==> src/rtl/cmon_pkg.sv <==
package cmon_pkg;
  localparam int DEF_ADDR_W     = 32;
  localparam int DEF_WAYS       = 4;
  localparam int DEF_SETS       = 16;
  localparam int DEF_LINE_BYTES = 16;
  localparam int DEF_CNT_W      = 32;
endpackage

==> src/rtl/cmon_lookup.sv <==
module cmon_lookup #(
  parameter int WAYS  = 4,
  parameter int TAG_W = 24,
  localparam int WAY_W = $clog2(WAYS)
) (
  input  logic [WAYS-1:0][TAG_W-1:0] way_tags,
  input  logic [WAYS-1:0]            way_vld,
  input  logic [TAG_W-1:0]           req_tag,
  output logic                       hit,
  output logic [WAY_W-1:0]           hit_way
);
  logic [WAYS-1:0] match;

  for (genvar w = 0; w < WAYS; w++) begin : g_cmp
    assign match[w] = way_vld[w] && (way_tags[w] == req_tag);
  end

  assign hit = |match;

  always_comb begin
    hit_way = '0;
    for (int w = 0; w < WAYS; w++) begin
      if (match[w]) hit_way = hit_way | WAY_W'(w);
    end
  end
endmodule

==> src/rtl/cmon_age_update.sv <==
module cmon_age_update #(
  parameter int WAYS = 4,
  localparam int WAY_W = $clog2(WAYS)
) (
  input  logic [WAYS-1:0][WAY_W-1:0] way_age,
  input  logic [WAYS-1:0]            way_vld,
  input  logic                       hit,
  input  logic [WAY_W-1:0]           hit_way,
  output logic [WAY_W-1:0]           touch_way,
  output logic [WAYS-1:0][WAY_W-1:0] age_nxt
);
  logic             any_free;
  logic [WAY_W-1:0] free_way;
  logic [WAY_W-1:0] oldest_way;
  logic [WAY_W-1:0] touch_age;

  // victim choice: lowest free way, else the oldest way
  always_comb begin
    any_free   = 1'b0;
    free_way   = '0;
    oldest_way = '0;
    for (int w = WAYS - 1; w >= 0; w--) begin
      if (!way_vld[w]) begin
        any_free = 1'b1;
        free_way = WAY_W'(w);
      end
      if (way_age[w] == WAY_W'(WAYS - 1)) oldest_way = WAY_W'(w);
    end
  end

  assign touch_way = hit ? hit_way : (any_free ? free_way : oldest_way);
  assign touch_age = way_age[touch_way];

  always_comb begin
    for (int w = 0; w < WAYS; w++) begin
      if (WAY_W'(w) == touch_way)   age_nxt[w] = '0;
      else if (way_age[w] < touch_age) age_nxt[w] = way_age[w] + 1'b1;
      else                          age_nxt[w] = way_age[w];
    end
  end
endmodule

==> src/rtl/cmon_sat_counter.sv <==
module cmon_sat_counter #(
  parameter int CNT_W = 32
) (
  input  logic             clk,
  input  logic             rst_n,
  input  logic             clr,
  input  logic             inc,
  output logic [CNT_W-1:0] count
);
  logic [CNT_W-1:0] count_q, count_d;
  logic             count_en;

  assign count_en = clr | inc;

  always_comb begin
    if (clr)                     count_d = '0;
    else if (count_q != '1)      count_d = count_q + 1'b1;
    else                         count_d = count_q;
  end

  always_ff @(posedge clk or negedge rst_n) begin
    if (!rst_n)        count_q <= '0;
    else if (count_en) count_q <= count_d;
  end

  assign count = count_q;
endmodule

==> src/rtl/cache_hit_monitor.sv <==
module cache_hit_monitor
  import cmon_pkg::*;
#(
  parameter int ADDR_W     = DEF_ADDR_W,
  parameter int WAYS       = DEF_WAYS,
  parameter int SETS       = DEF_SETS,
  parameter int LINE_BYTES = DEF_LINE_BYTES,
  parameter int CNT_W      = DEF_CNT_W
) (
  input  logic              clk,
  input  logic              rst_n,
  input  logic              acc_valid,
  input  logic [ADDR_W-1:0] acc_addr,
  input  logic              stats_clear,
  output logic              hit_valid,
  output logic              hit_flag,
  output logic [CNT_W-1:0]  access_count,
  output logic [CNT_W-1:0]  hit_count
);
  localparam int OFF_W = $clog2(LINE_BYTES);
  localparam int IDX_W = $clog2(SETS);
  localparam int TAG_W = ADDR_W - OFF_W - IDX_W;
  localparam int WAY_W = $clog2(WAYS);

  // reset: asserted asynchronously, released on the clock
  logic [1:0] rst_pipe;
  logic       rst_sync_n;

  always_ff @(posedge clk or negedge rst_n) begin
    if (!rst_n) rst_pipe <= '0;
    else        rst_pipe <= {rst_pipe[0], 1'b1};
  end
  assign rst_sync_n = rst_pipe[1];

  // directory state
  logic [WAYS-1:0][TAG_W-1:0] tag_q [SETS];
  logic [WAYS-1:0]            vld_q [SETS];
  logic [WAYS-1:0][WAY_W-1:0] age_q [SETS];

  logic [IDX_W-1:0]           idx;
  logic [TAG_W-1:0]           req_tag;
  logic [WAYS-1:0][TAG_W-1:0] set_tags, tags_nxt;
  logic [WAYS-1:0]            set_vld, vld_nxt;
  logic [WAYS-1:0][WAY_W-1:0] set_age, age_nxt;
  logic                       lk_hit;
  logic [WAY_W-1:0]           lk_way, touch_way;
  logic                       hit_valid_q, hit_flag_q;

  assign idx      = acc_addr[OFF_W +: IDX_W];
  assign req_tag  = acc_addr[ADDR_W-1 -: TAG_W];
  assign set_tags = tag_q[idx];
  assign set_vld  = vld_q[idx];
  assign set_age  = age_q[idx];

  cmon_lookup #(.WAYS(WAYS), .TAG_W(TAG_W)) u_lookup (
    .way_tags (set_tags),
    .way_vld  (set_vld),
    .req_tag  (req_tag),
    .hit      (lk_hit),
    .hit_way  (lk_way)
  );

  cmon_age_update #(.WAYS(WAYS)) u_age (
    .way_age   (set_age),
    .way_vld   (set_vld),
    .hit       (lk_hit),
    .hit_way   (lk_way),
    .touch_way (touch_way),
    .age_nxt   (age_nxt)
  );

  always_comb begin
    tags_nxt = set_tags;
    vld_nxt  = set_vld;
    if (!lk_hit) tags_nxt[touch_way] = req_tag;
    vld_nxt[touch_way] = 1'b1;
  end

  // tags need no reset: valid bits qualify them
  always_ff @(posedge clk) begin
    if (acc_valid) tag_q[idx] <= tags_nxt;
  end

  always_ff @(posedge clk or negedge rst_sync_n) begin
    if (!rst_sync_n) begin
      for (int s = 0; s < SETS; s++) begin
        vld_q[s] <= '0;
        for (int w = 0; w < WAYS; w++) age_q[s][w] <= WAY_W'(w);
      end
    end else if (acc_valid) begin
      vld_q[idx] <= vld_nxt;
      age_q[idx] <= age_nxt;
    end
  end

  always_ff @(posedge clk or negedge rst_sync_n) begin
    if (!rst_sync_n) begin
      hit_valid_q <= 1'b0;
      hit_flag_q  <= 1'b0;
    end else begin
      hit_valid_q <= acc_valid;
      hit_flag_q  <= acc_valid & lk_hit;
    end
  end

  assign hit_valid = hit_valid_q;
  assign hit_flag  = hit_flag_q;

  cmon_sat_counter #(.CNT_W(CNT_W)) u_acc_cnt (
    .clk   (clk),
    .rst_n (rst_sync_n),
    .clr   (stats_clear),
    .inc   (acc_valid),
    .count (access_count)
  );

  cmon_sat_counter #(.CNT_W(CNT_W)) u_hit_cnt (
    .clk   (clk),
    .rst_n (rst_sync_n),
    .clr   (stats_clear),
    .inc   (acc_valid & lk_hit),
    .count (hit_count)
  );
endmodule

==> config.mk <==
export PLATFORM = sky130hd
export DESIGN_NAME = cache_hit_monitor
export DESIGN_NICKNAME = d
export VERILOG_FILES = /design/src/rtl/cmon_pkg.sv /design/src/rtl/cmon_lookup.sv /design/src/rtl/cmon_age_update.sv /design/src/rtl/cmon_sat_counter.sv /design/src/rtl/cache_hit_monitor.sv
export SDC_FILE = /design/constraint.sdc
export NUM_CORES = 2
export LEC_CHECK = 0
export ABC_AREA = 1
export BUFFER_PORTS_ARGS = -buffer_cell sky130_fd_sc_hd__buf_2
export CORE_UTILIZATION = 50
export DETAILED_ROUTE_END_ITERATION = 10
export HOLD_SLACK_MARGIN = 0.15
export PLACE_DENSITY = 0.66
export SLEW_MARGIN = 20
export SYNTH_ARGS = -nofsm -noshare
export SYNTH_HDL_FRONTEND = slang
export SYNTH_SLANG_ARGS = --single-unit
==> constraint.sdc <==
create_clock -name clk -period 16.2 [get_ports clk]
set_clock_uncertainty 0.15 [all_clocks]
set_input_delay 1.62 -clock clk [delete_from_list [all_inputs] [get_ports clk]]
set_output_delay 1.62 -clock clk [all_outputs]
set_load 0.05 [all_outputs]
==> impl_metrics.json <==
{
  "worst_hold_slack_across_all_endpoints_ns": 0.208,
  "tritoncts.num_buffers": 184,
  "result_of_the_run": "finished clean",
  "drtAntennaViolNets": 0,
  "antenna_found_initial": 9,
  "post_cts_buffers": 0,
  "clockRootBuffer": "sky130_fd_sc_hd__clkbuf_16",
  "multi_input_area_um2": 22500,
  "syn-cell-area_um2": 78100,
  "drive_above_1_share": 0.0920,
  "finish.net_count": 7891,
  "worst_skew_pair.late_latency_ns": 0.83,
  "netlist.area_leader.share": 0.591,
  "top_level_ports": 102,
  "final.fill_count": 13017,
  "syn-instance-count": 7784,
  "viasPerCell": 5.62,
  "critical_path.most_common_cell": "sky130_fd_sc_hd__nand2_1",
  "grt_pass1_wl_um": 335000,
  "number_of_max_cap_violations": 0,
  "resized_cells_post_cts": 0,
  "worstRegToRegCells": 23,
  "final_common_cell": "sky130_fd_sc_hd__nand2_1",
  "final.setup.tns_ns": 0,
  "tritoncts": "done",
  "sequential_cell_area_um2": 52700,
  "syn_to_final_growth_pct": 10.7,
  "clockBufferDepth": 3,
  "cts.hold.buffers_added": 0,
  "drtIter0Drc": 6709,
  "critPathKind": "in -> reg",
  "max_stage_delay_ns": 0.98,
  "fp.dieArea_um2": 158000,
  "irDropWorstVdd_mv": 0.118,
  "min_period_ns": 8.72,
  "die_y_um": 397,
  "final_cell_mix": "sky130_fd_sc_hd__nand2_1, sky130_fd_sc_hd__edfxtp_1, sky130_fd_sc_hd__nor2_1",
  "detailroute.via_count": 56401,
  "instances_no_fill": 10040,
  "detailed_place_hpwl_um": 121000,
  "report.final.slew_viol_count": 0,
  "syn_area_per_cell_um2": 10.0,
  "design_area_um2": 86400,
  "detail_route.wl_per_cell_um": 22.6,
  "maxClockFrequency_mhz": 115,
  "first_pass_iteration_count_of_the_detailed_router": 6,
  "htree_levels": 4,
  "global_route.usage.total": 0.286,
  "syn_nets": 7826,
  "grt_max_degree": 149,
  "critPathCaptureType": "flop",
  "critical_path.startpoint_type": "input port",
  "worst-path-stages": 27,
  "placed_area_um2": 80700,
  "min_path_type": "reg -> reg",
  "critical_path_peak_fanout": 100,
  "cpMaxStageDelayCell": "sky130_fd_sc_hd__nor2_4",
  "yosys_register_bits": 1796,
  "synth.lib_cells_used.distinct": 49,
  "timing_hold_violations_final": 0,
  "post-route-util": 0.559,
  "placed_cells_incl_taps": 9707,
  "finalWeightedCongestion": 0.919,
  "die_width_um": 397,
  "number_of_global_route_vias_before_repair": 52602,
  "rsz0062_at_grt": "false",
  "synth_top_cells_by_area": "sky130_fd_sc_hd__edfxtp_1, sky130_fd_sc_hd__nand2_1, sky130_fd_sc_hd__dfrtp_1, sky130_fd_sc_hd__dfstp_2, sky130_fd_sc_hd__nor2_1",
  "remaining_drc_errors": 0,
  "critPathTopFamily": "buffers and inverters",
  "timing.critical_path.required_ns": 16.61,
  "initial_core_util": 0.505,
  "critical_path.n_buffers_inverters": 9,
  "io_buffers": 97,
  "whs_path_depth": 0,
  "gr-total-overflow": 0,
  "timing_worst_slew_pin_value_ns": 1.18,
  "cts.clk_slew.worst_paths_ns": 0.06,
  "synth-warning-count": 0,
  "rows": 144,
  "report.final.setup_viol": 0,
  "core_area_um2": 155000,
  "total_leakage_power_nw": 35.1,
  "clock-sinks": 1796,
  "final_min_period_over_clock_period": 0.538,
  "p_per_area_nw_per_um2": 129,
  "wirelength_um": 227000,
  "slew-limit-headroom": 0.212,
  "largest_area_contributor_in_the_netlist": "sky130_fd_sc_hd__edfxtp_1",
  "worst_ep_arrival_time_ns": 9.13,
  "yosysSeqAreaShare": 0.675
}
[logic make-up after synthesis]
logic type,Yosys count,synth area share
compound gates,663,0.0496
xor+xnor,2,0.000224
fa+ha+maj,6,0.000962
buf+inv,644,0.0381
flops,1796,0.675
mux,8,0.00103
other cells,1,0.0000480
simple gates,4664,0.235
[synth_stat cells (all sizes together)]
cell	n
dfstp	64
nor4	9
a211oi	4
clkbuf	156
xor2	2
inv	262
a21oi	250
nor3	49
a22oi	80
and2	5
or2	17
or4	4
o21a	9
a221oi	1
nand4	70
edfxtp	1536
o211ai	1
buf	226
nand3	244
and3	2
o2111ai	1
conb	1
nand3b	3
dfrtp	196
a31oi	4
ha	6
nand2	3806
mux2i	8
o211a	2
o21ai	310
nor2	455
o31ai	1
[worst paths after layout]
| kind | slack [ns] | from | to |
|---|---|---|---|
| max | 7.48 | acc_addr[4] | tag_q[8][31] |
| min | 0.21 | rst_pipe[0] | rst_pipe[1] |
| max reg2reg | 10.10 | tag_q[8][15] | tag_q[8][4] |
| min reg2reg | 0.21 | rst_pipe[0] | rst_pipe[1] |
| max in group asynchronous | 14.36 | rst_pipe[1] | age_q[43] |
| min in group asynchronous | 0.25 | rst_pipe[1] | u_acc_cnt.count[31] |
[per-layer routing]
layer / wire length [um] / share of wire / vias up / global-route usage
met3: 22500 / 0.099 / 472 / 0.0559
li1: - / - / 25890 / -
met2: 105000 / 0.46 / 2711 / 0.456
met4: 8550 / 0.038 / 14 / 0.109
met5: 94 / 0.00041 / - / 0
met1: 91000 / 0.40 / 27314 / 0.389
[stage by stage]
step | total power [mW] | setup slack, ns
global route | 11.5 | 7.26
floorplan | 6.67 | 8.38
global placement | 7.09 | 6.94
detailed placement | 7.14 | 6.87
CTS | 11.2 | 7.71
finish | 11.2 | 7.48
[final cells by class]
type	instances	share of cell area
sequential	1796	0.610
multi-input combinational	5344	0.261
clock buffer	244	0.0575
tap	2044	0.0296
timing repair buffer	261	0.0214
inverter	262	0.0118
clock inverter	85	0.00882
antenna	4	0.000116
[worst register-to-register path, delay by kind of cell (launching register included)]
| kind | cells | cell delay, ns |
|---|---|---|
| compound gates | 2 | 1.42 |
| buf+inv | 4 | 1.10 |
| flops | 1 | 0.36 |
| simple gates | 17 | 2.95 |
[flip-flops by register name, summed over array words and instances, names as in the netlist]
name and cells:
age_q 128, hit_flag 1, hit_valid 1, rst_pipe 2
tag_q 1536, u_acc_cnt.count 32, u_hit_cnt.count 32, vld_q 64
[where the power goes]
part           leakage, nW  switching (mW)  total [mW]  internal, mW
clock                 2.79            1.78        4.08          2.30
combinational         15.2            1.06        1.43         0.370
sequential            17.1           0.104        5.65          5.54
total                 35.1            2.94        11.2          8.21
Note: power is estimated with default switching activity, not from simulation.
